--- config.mk ---
export PLATFORM = sky130hd
export DESIGN_NAME = rb_heal_unit
export DESIGN_NICKNAME = d
export VERILOG_FILES = /design/src/rtl/rb_heal_unit.sv
export SDC_FILE = /design/constraint.sdc
export NUM_CORES = 1
export LEC_CHECK = 0
export ABC_AREA = 0
export BUFFER_PORTS_ARGS = -buffer_cell sky130_fd_sc_hd__buf_2
export CAP_MARGIN = 15
export CORE_MARGIN = 10
export CORE_UTILIZATION = 47
export CTS_BUF_LIST = sky130_fd_sc_hd__clkbuf_8
export CTS_CLUSTER_SIZE = 10
export DETAILED_ROUTE_END_ITERATION = 12
export PLACE_DENSITY = 0.88
export RECOVER_POWER = 50
export SETUP_SLACK_MARGIN = 0.02
export SYNTH_ARGS = -nofsm -noshare
export SYNTH_HDL_FRONTEND = slang
export SYNTH_SLANG_ARGS = --single-unit
--- constraint.sdc ---
create_clock -name clk -period 2.4 [get_ports clk]
set_clock_uncertainty 0.2 [all_clocks]
set_input_delay 0.12 -clock clk [delete_from_list [all_inputs] [get_ports clk]]
set_output_delay 0.12 -clock clk [all_outputs]
set_load 0.01 [all_outputs]
--- src/rtl/rb_heal_unit.sv ---
module rb_heal_unit #(
  parameter int W       = 32,
  parameter int PAGE_SH = 12,
  parameter int NPROT   = 4
) (
  input  logic                          clk,
  input  logic                          rst_n,
  input  logic                          mark_phase,
  input  logic                          req_valid,
  input  logic                          req_kind,
  input  logic [W-1:0]                  req_ref,
  input  logic [W-1:0]                  req_base,
  input  logic [W-1:0]                  req_offset,
  output logic                          req_ready,
  output logic                          busy,
  input  logic                          prot_wr,
  input  logic [$clog2(NPROT)-1:0]      prot_idx,
  input  logic [W-2-PAGE_SH:0]          prot_page,
  input  logic                          prot_on,
  output logic                          mb_valid,
  output logic [W-1:0]                  mb_ref,
  input  logic                          mb_ready,
  output logic                          mem_wr_valid,
  output logic [W-1:0]                  mem_wr_addr,
  output logic [W-1:0]                  mem_wr_data,
  input  logic                          mem_wr_ready,
  output logic                          rel_req_valid,
  output logic [W-2:0]                  rel_req_addr,
  input  logic                          rel_req_ready,
  input  logic                          rel_rsp_valid,
  input  logic [W-2:0]                  rel_rsp_addr,
  output logic                          done,
  output logic [W-1:0]                  done_ref,
  output logic                          done_healed
);
  localparam int PN = W - 1 - PAGE_SH;
  localparam int IW = $clog2(NPROT);

  typedef enum logic [2:0] {
    S_IDLE, S_CHECK, S_REL_REQ, S_REL_WAIT, S_MARK, S_WB, S_DONE
  } state_t;

  state_t          state;
  logic            kind_q;
  logic [W-1:0]    ref_q;
  logic [W-1:0]    src_q;
  logic            moved_q;
  logic            healed_q;
  logic [NPROT-1:0] pg_vld;
  logic [PN-1:0]   pg_num [NPROT];
  logic            prot_hit;
  logic            flag_bad;

  always_comb begin
    prot_hit = 1'b0;
    for (int i = 0; i < NPROT; i++)
      if (pg_vld[i] && pg_num[i] == ref_q[W-2:PAGE_SH]) prot_hit = 1'b1;
  end

  assign flag_bad = !kind_q && (ref_q[W-1] != mark_phase);

  always_ff @(posedge clk) begin
    if (!rst_n) begin
      pg_vld <= '0;
      for (int i = 0; i < NPROT; i++) pg_num[i] <= '0;
    end else if (prot_wr) begin
      pg_vld[prot_idx] <= prot_on;
      pg_num[prot_idx] <= prot_page;
    end
  end

  always_ff @(posedge clk) begin
    if (!rst_n) begin
      state    <= S_IDLE;
      kind_q   <= 1'b0;
      ref_q    <= '0;
      src_q    <= '0;
      moved_q  <= 1'b0;
      healed_q <= 1'b0;
    end else begin
      unique case (state)
        S_IDLE: if (req_valid) begin
          kind_q   <= req_kind;
          ref_q    <= req_ref;
          src_q    <= req_base + req_offset;
          moved_q  <= 1'b0;
          healed_q <= 1'b0;
          state    <= S_CHECK;
        end
        S_CHECK: begin
          if (!moved_q && prot_hit)      state <= S_REL_REQ;
          else if (flag_bad)             state <= S_MARK;
          else if (!kind_q && healed_q)  state <= S_WB;
          else                           state <= S_DONE;
        end
        S_REL_REQ: if (rel_req_ready) state <= S_REL_WAIT;
        S_REL_WAIT: if (rel_rsp_valid) begin
          ref_q    <= {ref_q[W-1], rel_rsp_addr};
          moved_q  <= 1'b1;
          healed_q <= 1'b1;
          state    <= S_CHECK;
        end
        S_MARK: if (mb_ready) begin
          ref_q[W-1] <= ~ref_q[W-1];
          healed_q   <= 1'b1;
          state      <= S_WB;
        end
        S_WB: if (mem_wr_ready) state <= S_DONE;
        S_DONE: state <= S_IDLE;
        default: state <= S_IDLE;
      endcase
    end
  end

  assign busy          = (state != S_IDLE);
  assign req_ready     = !busy;
  assign mb_valid      = (state == S_MARK);
  assign mb_ref        = {~ref_q[W-1], ref_q[W-2:0]};
  assign mem_wr_valid  = (state == S_WB);
  assign mem_wr_addr   = src_q;
  assign mem_wr_data   = ref_q;
  assign rel_req_valid = (state == S_REL_REQ);
  assign rel_req_addr  = ref_q[W-2:0];
  assign done          = (state == S_DONE);
  assign done_ref      = ref_q;
  assign done_healed   = healed_q;

  logic unused_iw;
  assign unused_iw = (IW > 0) ? 1'b0 : 1'b1;
endmodule

==> impl_results.md, run 1 <==
* Area leader, netlist: edfxtp_1
* Final hold vios at 0
* Area contributors post-synth: edfxtp_1 (26%), dfxtp_1 (17%), buf_4 (7.9%), xor2_1 (5.6%), nor2_1 (5.3%)
* CTS root buf: clkbuf_8
* Routed WL at 33,000 microns
* CTS Buf Count at 17
* Yosys reg bits at 150
* Post-DR vias/cell at 5.45
* Die width at 158 microns
* XOR/XNOR share of the synthesized area at 10.1%
* Post-layout power at 10.1 mW
* Combinational power share at 43.6%
* Placer Congestion at 0.962
* Site row count at 50
* Starting Density at 47.7%
* Drt pass-1 iters at 6
* Critical Path Sink Type: flop
* Clock power frac at 19.0%
* Arr. time, crit path at 2.52 ns
* Mux cell area share after synthesis at 4.06%
* Netlist cell types at 56
* Final setup fails at 0
* Peak VDD IR at 464 uV
* Via Count at 8,827
* Crit share post-route at 98.6%
* Post-synth EDFFs at 76
* Outcome: completed
* Antenna viol nets, final at 0
* Ports at 325
* CTS clk-pin slew, worst paths at 0.10 ns
* Fraction of the yosys area taken by sequential cells at 42.2%
* Vias in the first global route at 9,230
* Crit path cell chain: xor2_1 -> nor4_4 -> buf_4 -> nand4_1 -> a41oi_1 -> buf_4 -> nor3_1 -> o21ai_0 -> a31oi_1 -> nor2_1
* Worst hold path type: input port to flop
* Net switching power figure at 4.21 mW
* Worst-path cell with the longest stage delay: dfxtp_2
* Clk_lat worst skew at 0.47 ns
* Slew @ Worst Pin at 1.21 ns
* Pre-CTS WS at -0.383 ns
* First-pass GRT wire length at 48,700 microns
* Achievable Freq at 423 MHz
* Critical Path RT at 2.55 ns
* Post-Synth Simple-Gate Area at 14.7%
* Commonest cells after routing, fill and taps aside: buf_2 (217), nor2_1 (125), dlygate4sd3_1 (113)
* Final min period at 2.37 ns
* Syn Nets at 1,168
* CTS Buffer Depth at 2
* Startpoint types: flop
* Final slew viol count at 0
* Syn_area_per_cell at 9.13 sq um
* Power share of the sequential group at 37.4%
* Input/output buffers at 324
* Post-DR wirelength/cell at 20.4 microns
* DRT iter0 DRCs at 746
* Core area at 0.0187 sq mm
* Rel. slew slack at 19.4%
* Synthesized instance count at 977
* Fin nets at 1,563
* Final Hold Slack at 0.00953 ns
* Worst setup margin at 0.0343 ns
* Initial antenna violation count at 0
* Share of the synthesized area in the top cell type at 25.6%
* Diodes inserted at 0
* Post-synth ARST share at 0%
* TritonCTS clock tree: built
* CP max stage delay at 0.44 ns
* Sw frac at 41.7%
* Internal at 5.87 mW
* Critical path fanouts, max at 7
* Commonest non-fill, non-tap cell in the layout: buf_2
* PwrDens at 828 mW/mm^2
* CP dominant cell by count: buf_4
* Die height at 158 microns
* Post-DP HPWL at 23,300 microns
* Htree depth at 4
* Drt drc at 0
* Share of cells above drive strength 1 at 27.8%
* Compound-Gate Fraction of Synth Area at 12.5%
* Gr ovfl total at 0
* Mapped Area at 0.00892 sq mm
* RSZ-0062 raised after global routing: false
* Pin count of the biggest net entering global routing at 51
* DIE AREA at 0.0249 sq mm
* Area delta synth->final at 36.6%
* Main flop type after synthesis: edfxtp_1
* Synth Area in Adders at 4.57%
* Crit Path Class: flop to flop
* Synth warnings at 0
* Largest family of logic cells by synthesized area: simple AND/OR/NAND/NOR gates
* Leak at 5.30 nW
* Total negative setup slack at 0 ns
* # Max-Cap Violations at 0
* Clock Sinks at 150
* Gr usage total at 25.1%
[registers in the layout, indices dropped and copies added, names as in the netlist]
name,flops
done_healed,1
done_ref,32
kind_q,1
mem_wr_addr,32
moved_q,1
pg_num,76
pg_vld,4
state,3
[repair_timing]
item                       CTS  global route
setup endpoints to repair    2            30
hold buffers               113             0
gates resized for setup      2            29
setup buffers                0             1
pin swaps                    0            10
cloned                       0             1
hold endpoints to repair   131             0
[synthesized netlist by cell type, types with 26 or more instances]
master,n
mux2i_1,35
nand2_1,87
clkbuf_1,48
xor2_1,57
a21oi_1,50
ha_1,31
nor2_1,126
inv_1,32
o21ai_0,26
edfxtp_1,76
xnor2_1,46
buf_4,94
dfxtp_1,74
a211oi_1,44
[routing by layer]
metal / wire (microns) / track usage [%] / vias up
met1: 12000 / 26.6 / 4124
met2: 16400 / 44.5 / 522
met3: 2930 / 6.16 / 112
met4: 1610 / 14.0 / 0
li1: - / - / 4069
met5: 0 / 0 / -
[worst max-delay path, delay by kind of cell, from the launching register on]
kind	cells	cell delay, ns
xor gates and xnor gates	1	0.35
DFF	1	0.44
buffers and inverters	2	0.33
and+or+nand+nor	4	0.44
AOI/OAI and AO/OA	3	0.49
[cell families (layout without fill, tap and decap cells)]
family	after synthesis	count (layout)
simple gates	299	299
buf+inv	185	593
compound gates	172	172
flops	150	150
xor+xnor	103	103
mux	36	36
fa+ha+maj	32	32
[cell type report]
| type | count | area [sq um] |
|---|---|---|
| clock buffer | 17 | 234 |
| clock inverter | 15 | 143 |
| fill | 1447 | 6530 |
| inverter | 33 | 124 |
| multi-input combinational | 642 | 4270 |
| sequential | 150 | 3780 |
| tap | 234 | 293 |
| timing repair buffer | 528 | 3330 |
[power by group through the flow]
stage	clock (mW)	sequential, mW	combinational, mW
6_report	1.92	3.77	4.39
5_1_grt	2.05	3.83	4.75
4_1_cts	1.93	3.71	4.41
3_5_place_dp	0	3.76	4.18
3_3_place_gp	0	3.74	4.09
2_1_floorplan	0	3.66	2.95
[per-stage QoR]
| step | instance area (sq um) | cells | util (%) |
|---|---|---|---|
| detailed placement | 10700 | 1472 | 57.2 |
| global route | 12200 | 1619 | 65.1 |
| finish | 12200 | 1619 | 65.1 |
| CTS | 12200 | 1617 | 65.3 |
| floorplan | 9000 | 977 | - |
| global placement | 10700 | 1472 | 57.2 |
[final timing paths]
kind,startpoint,endpoint,slack [ns],cells after the start
setup reg to reg,done_ref[13]$_SDFFE_PN0P_,state[1]$_SDFFE_PN0P_,0.03,10
hold reg to reg,mem_wr_addr[13]$_SDFFE_PN0P_,mem_wr_addr[13]$_SDFFE_PN0P_,0.25,2
hold / removal,req_base[23],mem_wr_addr[23]$_SDFFE_PN0P_,0.01,4
setup / recovery,done_ref[13]$_SDFFE_PN0P_,state[1]$_SDFFE_PN0P_,0.03,10
No activity file was read; power rests on OpenSTA's default activity.
==> run 2, diff against run 1 <==
HOLD_SLACK_MARGIN = 0.15   (was not set)
RECOVER_POWER = 100   (was 50)
TNS_END_PERCENT = 50   (was not set)
==> run 2 against run 1 <==
Combinational power up 4%. Worst hold slack improved by 0.16 ns. Via count rose by 5.0%. Clock-buffer cell count is the same. Utilization increased by 2.8 points. Global-route usage up 1.4 points. Power is 1.8% higher. Final cell count up 3.2%. Largest cell class unchanged. Setup slack got worse by 0.013 ns. Critical endpoint is now mem_wr_addr[31]$_SDFFE_PN0P_. Die area unchanged. Non-clock buffer count grew 48. Sequential power about the same.
==> impl_results.md, run 2 (same netlist as run 1, synthesis figures left out) <==
* Outcome: completed
* Input/output buffers at 324 (unchanged)
* Final Cell Area at 0.0127 sq mm (+4.3%)
* Final slew viol count at 0 (unchanged)
* Crit Path Class: input port to flop
* Ports at 325 (unchanged)
* Critical Path Sink Type: flop
* Placer Congestion at 0.962 (unchanged)
* Slew @ Worst Pin at 1.21 ns (-0.00293 ns)
* PwrDens at 808 mW/mm^2 (-2.4%)
* Gr usage total at 26.5% (+1.4 points)
* # Max-Cap Violations at 0 (unchanged)
* First-pass GRT wire length at 51,200 microns (+5.2%)
* Grt met2 use at 47.0% (+2.5 points)
* Worst setup margin at 0.0212 ns (-0.0131 ns)
* Final std cells w/o fill at 1,670 (+3.2%)
* Met1 Use GR at 27.5% (+0.92 points)
* Die width at 158 microns (unchanged)
* Final hold vios at 0 (unchanged)
* Pre-CTS WS at -0.383 ns (unchanged)
* Die height at 158 microns (unchanged)
* Max FFs per register at 76 (unchanged)
* Rel. slew slack at 19.6% (+0.20 points)
* Critical Path RT at 2.59 ns (+0.04 ns)
* Commonest cells after routing, fill and taps aside: buf_2 (182), clkbuf_1 (155), dlygate4sd3_1 (154)
* Worst hold path type: input port to flop
* Fill cells at 1,384 (-4.4%)
* Core Util, Final at 67.9% (+2.8 points)
* Startpoint types: input port
* Clk_lat worst skew at 0.47 ns (about the same)
* RSZ-0062 raised after global routing: true
* Crit path cell chain: dlygate4sd3_1 -> buf_2 -> ha_1 -> nand2_1 -> nor2_1 -> a221o_1 -> buf_4 -> o31ai_2 -> buf_4 -> a21oi_1 -> nand3b_1 -> a21oi_2
* Post-DP HPWL at 23,300 microns (unchanged)
* Core area at 0.0187 sq mm (unchanged)
* Commonest non-fill, non-tap cell in the layout: buf_2
* Starting Density at 47.7% (unchanged)
* Pin count of the biggest net entering global routing at 51 (unchanged)
* CTS Buf Count at 17 (unchanged)
* CTS root buf: clkbuf_8
* Gr ovfl total at 0 (unchanged)
* Arr. time, crit path at 2.57 ns (+0.05 ns)
* Peak VDD IR at 466 uV (+0.36%)
* Clock Sinks at 150 (unchanged)
* Critical path fanouts, max at 6 (-1)
* Leak at 5.35 nW (+1.1%)
* CTS clk-pin slew, worst paths at 0.08 ns (-0.02 ns)
* Crit share post-route at 99.1% (+0.55 points)
* Post-DR vias/cell at 5.55 (+1.7%)
* Total negative setup slack at 0 ns (unchanged)
* Initial antenna violation count at 2 (+2)
* DRT iter0 DRCs at 1,044 (+40%)
* Area delta synth->final at 42.4%
* Dpl cells at 1,472 (unchanged)
* Largest reg by FF count: pg_num
* Final setup fails at 0 (unchanged)
* Achievable Freq at 420 MHz (-0.55%)
* Most Crowded Layer GR: met2
* Final Hold Slack at 0.166 ns (+0.156 ns)
* Htree depth at 4 (unchanged)
* CP dominant cell by count: buf_4
* Vias in the first global route at 9,598 (+4.0%)
* DIE AREA at 0.0249 sq mm (unchanged)
* CTS Buffer Depth at 2 (unchanged)
* Antenna viol nets, final at 0 (unchanged)
* Fin nets at 1,611 (+3.1%)
* CP max stage delay at 0.54 ns (+0.10 ns)
* TritonCTS clock tree: built
* Drt pass-1 iters at 5 (-1)
* Post-Place Cell Area at 0.0107 sq mm (unchanged)
* Share of cells above drive strength 1 at 25.0% (-2.8 points)
* Met3 Use GR at 6.57% (+0.41 points)
* Via Count at 9,264 (+5.0%)
* Worst-path cell with the longest stage delay: dlygate4sd3_1
* Final min period at 2.38 ns (+0.0131 ns)
* Drt drc at 0 (unchanged)
* Site row count at 50 (unchanged)
* Post-layout power at 10.3 mW (+1.8%)
* Routed WL at 35,600 microns (+8.1%)
* Post-DR wirelength/cell at 21.3 microns (+4.8%)
run 2: changes by cell type in the layout (fill, tap and decap cells not counted), sizes merged:
cell | before | now
dlygate4sd3 | 113 | 154
buf | 300 | 258
clkbuf | 132 | 181
diode | 0 | 3
run 2: area by class of cell:
cell class              instances  area, sq um  area share [%]
clock buffers                  17          234            1.84
clock inverters                15          143            1.12
inverters                      33          124           0.976
multi-input cells             642         4360            34.3
diodes                          3         7.51          0.0591
flip-flops and latches        150         3780            29.8
repair buffers                576         3760            29.6
well taps                     234          293            2.31
run 2: routing by layer:
layer	part of all wire [%]	routed length [microns]
met1	35	12500
met2	50	17700
met3	9.2	3290
met4	6.0	2130
met5	0	0
run 2: final timing paths:
path | startpoint | end | slack, ns | cells past startpoint
hold / removal | req_offset[8] | mem_wr_addr[8]$_SDFFE_PN0P_ | 0.17 | 6
setup / recovery | req_base[23] | mem_wr_addr[31]$_SDFFE_PN0P_ | 0.02 | 12
hold reg to reg | mem_wr_addr[13]$_SDFFE_PN0P_ | mem_wr_addr[13]$_SDFFE_PN0P_ | 0.25 | 2
setup reg to reg | done_ref[24]$_SDFFE_PN0P_ | state[0]$_SDFFE_PN0P_ | 0.03 | 8
run 2: timing repair:
item,CTS,global route
hold buffers,156,1
endpoints found under the setup margin,2,35
setup buffers,0,7
gates resized for setup,2,48
pin swaps,0,23
endpoints found under the hold margin,168,1
gates cloned,0,2
run 2: where the power goes:
part           total, mW  switching, mW  internal, mW
clock network       1.93           1.09         0.841
logic               4.55           2.64          1.90
registers           3.78          0.617          3.16
total               10.3           4.35          5.91
run 2: critical path, delay by kind of cell:
kind,cells,cell delay [ns]
adder cells (fa/ha/maj),1,0.38
AO/OA/AOI/OAI,4,0.71
AND/OR/NAND/NOR,3,0.36
buffers and inverters,4,0.98
==> run 3, diff against run 2 <==
BUFFER_PORTS_ARGS = not set   (was -buffer_cell sky130_fd_sc_hd__buf_2)
CORE_UTILIZATION = 55   (was 47)
DONT_BUFFER_PORTS = 1   (was not set)
PLACE_DENSITY = 0.82   (was 0.88)
==> run 3 against run 2 <==
The run now ends with setup timing left. Worst hold slack worse by 0.082 ns. Routed wire length down 10%. Non-clock buffer count down 316. Global-route usage up 0.91 points. Setup slack worse by 0.062 ns. Clock-buffer cell count up 1.
==> impl_results.md, run 3 (same netlist as run 1, synthesis figures left out) <==
* Final slew viol count at 0 (unchanged)
* Input/output buffers at 0 (-100%)
* Ports at 325 (unchanged)
* Peak VDD IR at 428 uV (-8.0%)
* Outcome: finished, violations left
* CTS root buf: clkbuf_8
* Starting Density at 56.1% (+8.5 points)
* Slew @ Worst Pin at 0.913 ns (-0.293 ns)
* Vias in the first global route at 8,343 (-13%)
* Placer Congestion at 0.965 (+0.32%)
* Gr ovfl total at 0 (unchanged)
* TritonCTS clock tree: built
* Post-DR wirelength/cell at 23.9 microns (+12%)
* Achievable Freq at 410 MHz (-2.5%)
* Commonest cells after routing, fill and taps aside: dlygate4sd3_1 (171), nor2_1 (125), nand2_1 (86)
* Failing checks: setup timing
* Die height at 147 microns (-6.6%)
* Share of cells above drive strength 1 at 14.9% (-10 points)
* Commonest non-fill, non-tap cell in the layout: dlygate4sd3_1
* Via Count at 8,134 (-12%)
* Startpoint types: input port
* Die width at 147 microns (-6.6%)
* Largest reg by FF count: pg_num
* Worst-path cell with the longest stage delay: fa_2
* Pre-CTS WS at -0.315 ns (+0.0677 ns)
* CP max stage delay at 0.36 ns (-0.18 ns)
* Worst setup margin at -0.0407 ns (-0.0619 ns)
* CTS Buf Count at 17 (unchanged)
* Rel. slew slack at 39.1% (+20 points)
* # Max-Cap Violations at 0 (unchanged)
* First-pass GRT wire length at 47,200 microns (-7.9%)
* Arr. time, crit path at 2.60 ns (+0.03 ns)
* DRT iter0 DRCs at 734 (-30%)
* Final min period at 2.44 ns (+0.0619 ns)
* Crit Path Class: input port to flop
* Htree depth at 4 (unchanged)
* Fin nets at 1,295 (-20%)
* Drt pass-1 iters at 6 (+1)
* DIE AREA at 0.0217 sq mm (-13%)
* Final Cell Area at 0.0113 sq mm (-11%)
* Leak at 4.55 nW (-15%)
* Fill cells at 1,051 (-24%)
* Site row count at 46 (-8.0%)
* Final Hold Slack at 0.0840 ns (-0.0819 ns)
* Clk_lat worst skew at 0.47 ns (about the same)
* Post-Place Cell Area at 0.00900 sq mm (-16%)
* Crit share post-route at 102% (+2.6 points)
* Gr usage total at 27.4% (+0.91 points)
* Crit path cell chain: ha_2 -> inv_1 -> fa_2 -> nor2b_2 -> o21ai_2 -> o211ai_1 -> buf_4 -> nand3_2 -> a21boi_2 -> o21ai_1 -> a211o_1 -> and3b_1 -> o31ai_1
* Final setup fails at 1 (+1)
* Routed WL at 32,000 microns (-10%)
* Max FFs per register at 76 (unchanged)
* Post-layout power at 9.74 mW (-5.1%)
* Pin count of the biggest net entering global routing at 51 (unchanged)
* Worst hold path type: input port to flop
* Clock Sinks at 150 (unchanged)
* Drt drc at 0 (unchanged)
* Post-DP HPWL at 19,600 microns (-16%)
* CTS clk-pin slew, worst paths at 0.08 ns (about the same)
* PwrDens at 859 mW/mm^2 (+6.3%)
* Critical Path RT at 2.56 ns (-0.03 ns)
* Critical path fanouts, max at 3 (-3)
* Post-DR vias/cell at 6.08 (+9.7%)
* CTS Buffer Depth at 2 (unchanged)
* Antenna viol nets, final at 0 (unchanged)
* Initial antenna violation count at 4 (+2)
* Core area at 0.0159 sq mm (-15%)
* Critical Path Sink Type: flop
* Area delta synth->final at 27.1%
* Final hold vios at 0 (unchanged)
==> run 3: final cells by class <==
cell class | instances | area, sq um | area share [%]
Multi-Input combinational cell | 642 | 4320 | 38.1
Clock inverter | 14 | 160 | 1.41
Tap cell | 216 | 270 | 2.38
Antenna cell | 4 | 10.0 | 0.0883
Sequential cell | 150 | 3770 | 33.3
Inverter | 33 | 124 | 1.09
Clock buffer | 18 | 248 | 2.19
Timing Repair Buffer | 260 | 2430 | 21.5
==> run 3: power by group <==
group	total [mW]	switching (mW)	internal, mW
registers	4.02	0.873	3.15
clock network	2.08	1.10	0.984
logic	3.63	2.08	1.55
total	9.74	4.05	5.68
==> run 3: path summary, 6_finish.rpt <==
path	to	depth (start not counted)	slack, ns	startpoint
worst max-delay path	mem_wr_addr[30]$_SDFFE_PN0P_	13	-0.04	req_base[0]
worst min register to register	kind_q$_SDFFE_PN0P_	2	0.29	kind_q$_SDFFE_PN0P_
worst min-delay path	mem_wr_addr[14]$_SDFFE_PN0P_	5	0.08	req_offset[12]
worst max register to register	mem_wr_addr[26]$_SDFFE_PN0P_	7	0.08	state[0]$_SDFFE_PN0P_
==> run 3: worst max-delay path: cells and delay by family <==
kind / cells / cell delay, ns
AOI/OAI and AO/OA: 6 / 1.23
adders and majority gates: 2 / 0.54
and+or+nand+nor: 3 / 0.44
buffers and inverters: 2 / 0.25
==> run 3: timing repair <==
action	4_1_cts	5_1_grt
gates resized for setup	1	40
pin swaps	0	18
buffers inserted	0	4
hold buffers	174	3
gates cloned	0	1
hold endpoints to repair	226	3
setup endpoints to repair	2	26
==> run 3: stage by stage <==
| stage | util, % | TNS [ns] | instances |
|---|---|---|---|
| CTS | 70.2 | 0 | 1329 |
| global placement | 56.7 | -1.00 | 1123 |
| detailed placement | 56.7 | -1.38 | 1123 |
| floorplan | - | -0.00880 | 977 |
| finish | 71.3 | -0.0407 | 1337 |
| global route | 71.3 | -0.118 | 1337 |
==> run 3: metal layers <==
metal  share of wire [%]  track usage, %  vias to the layer above  routed length (microns)
li1                    -               -                     3551                        -
met1                  35            29.2                     3806                    11000
met2                  50            48.6                      620                    16100
met3                 9.6            6.97                      157                     3080
met4                 5.4            14.8                        0                     1730
met5                   0               0                        -                        0
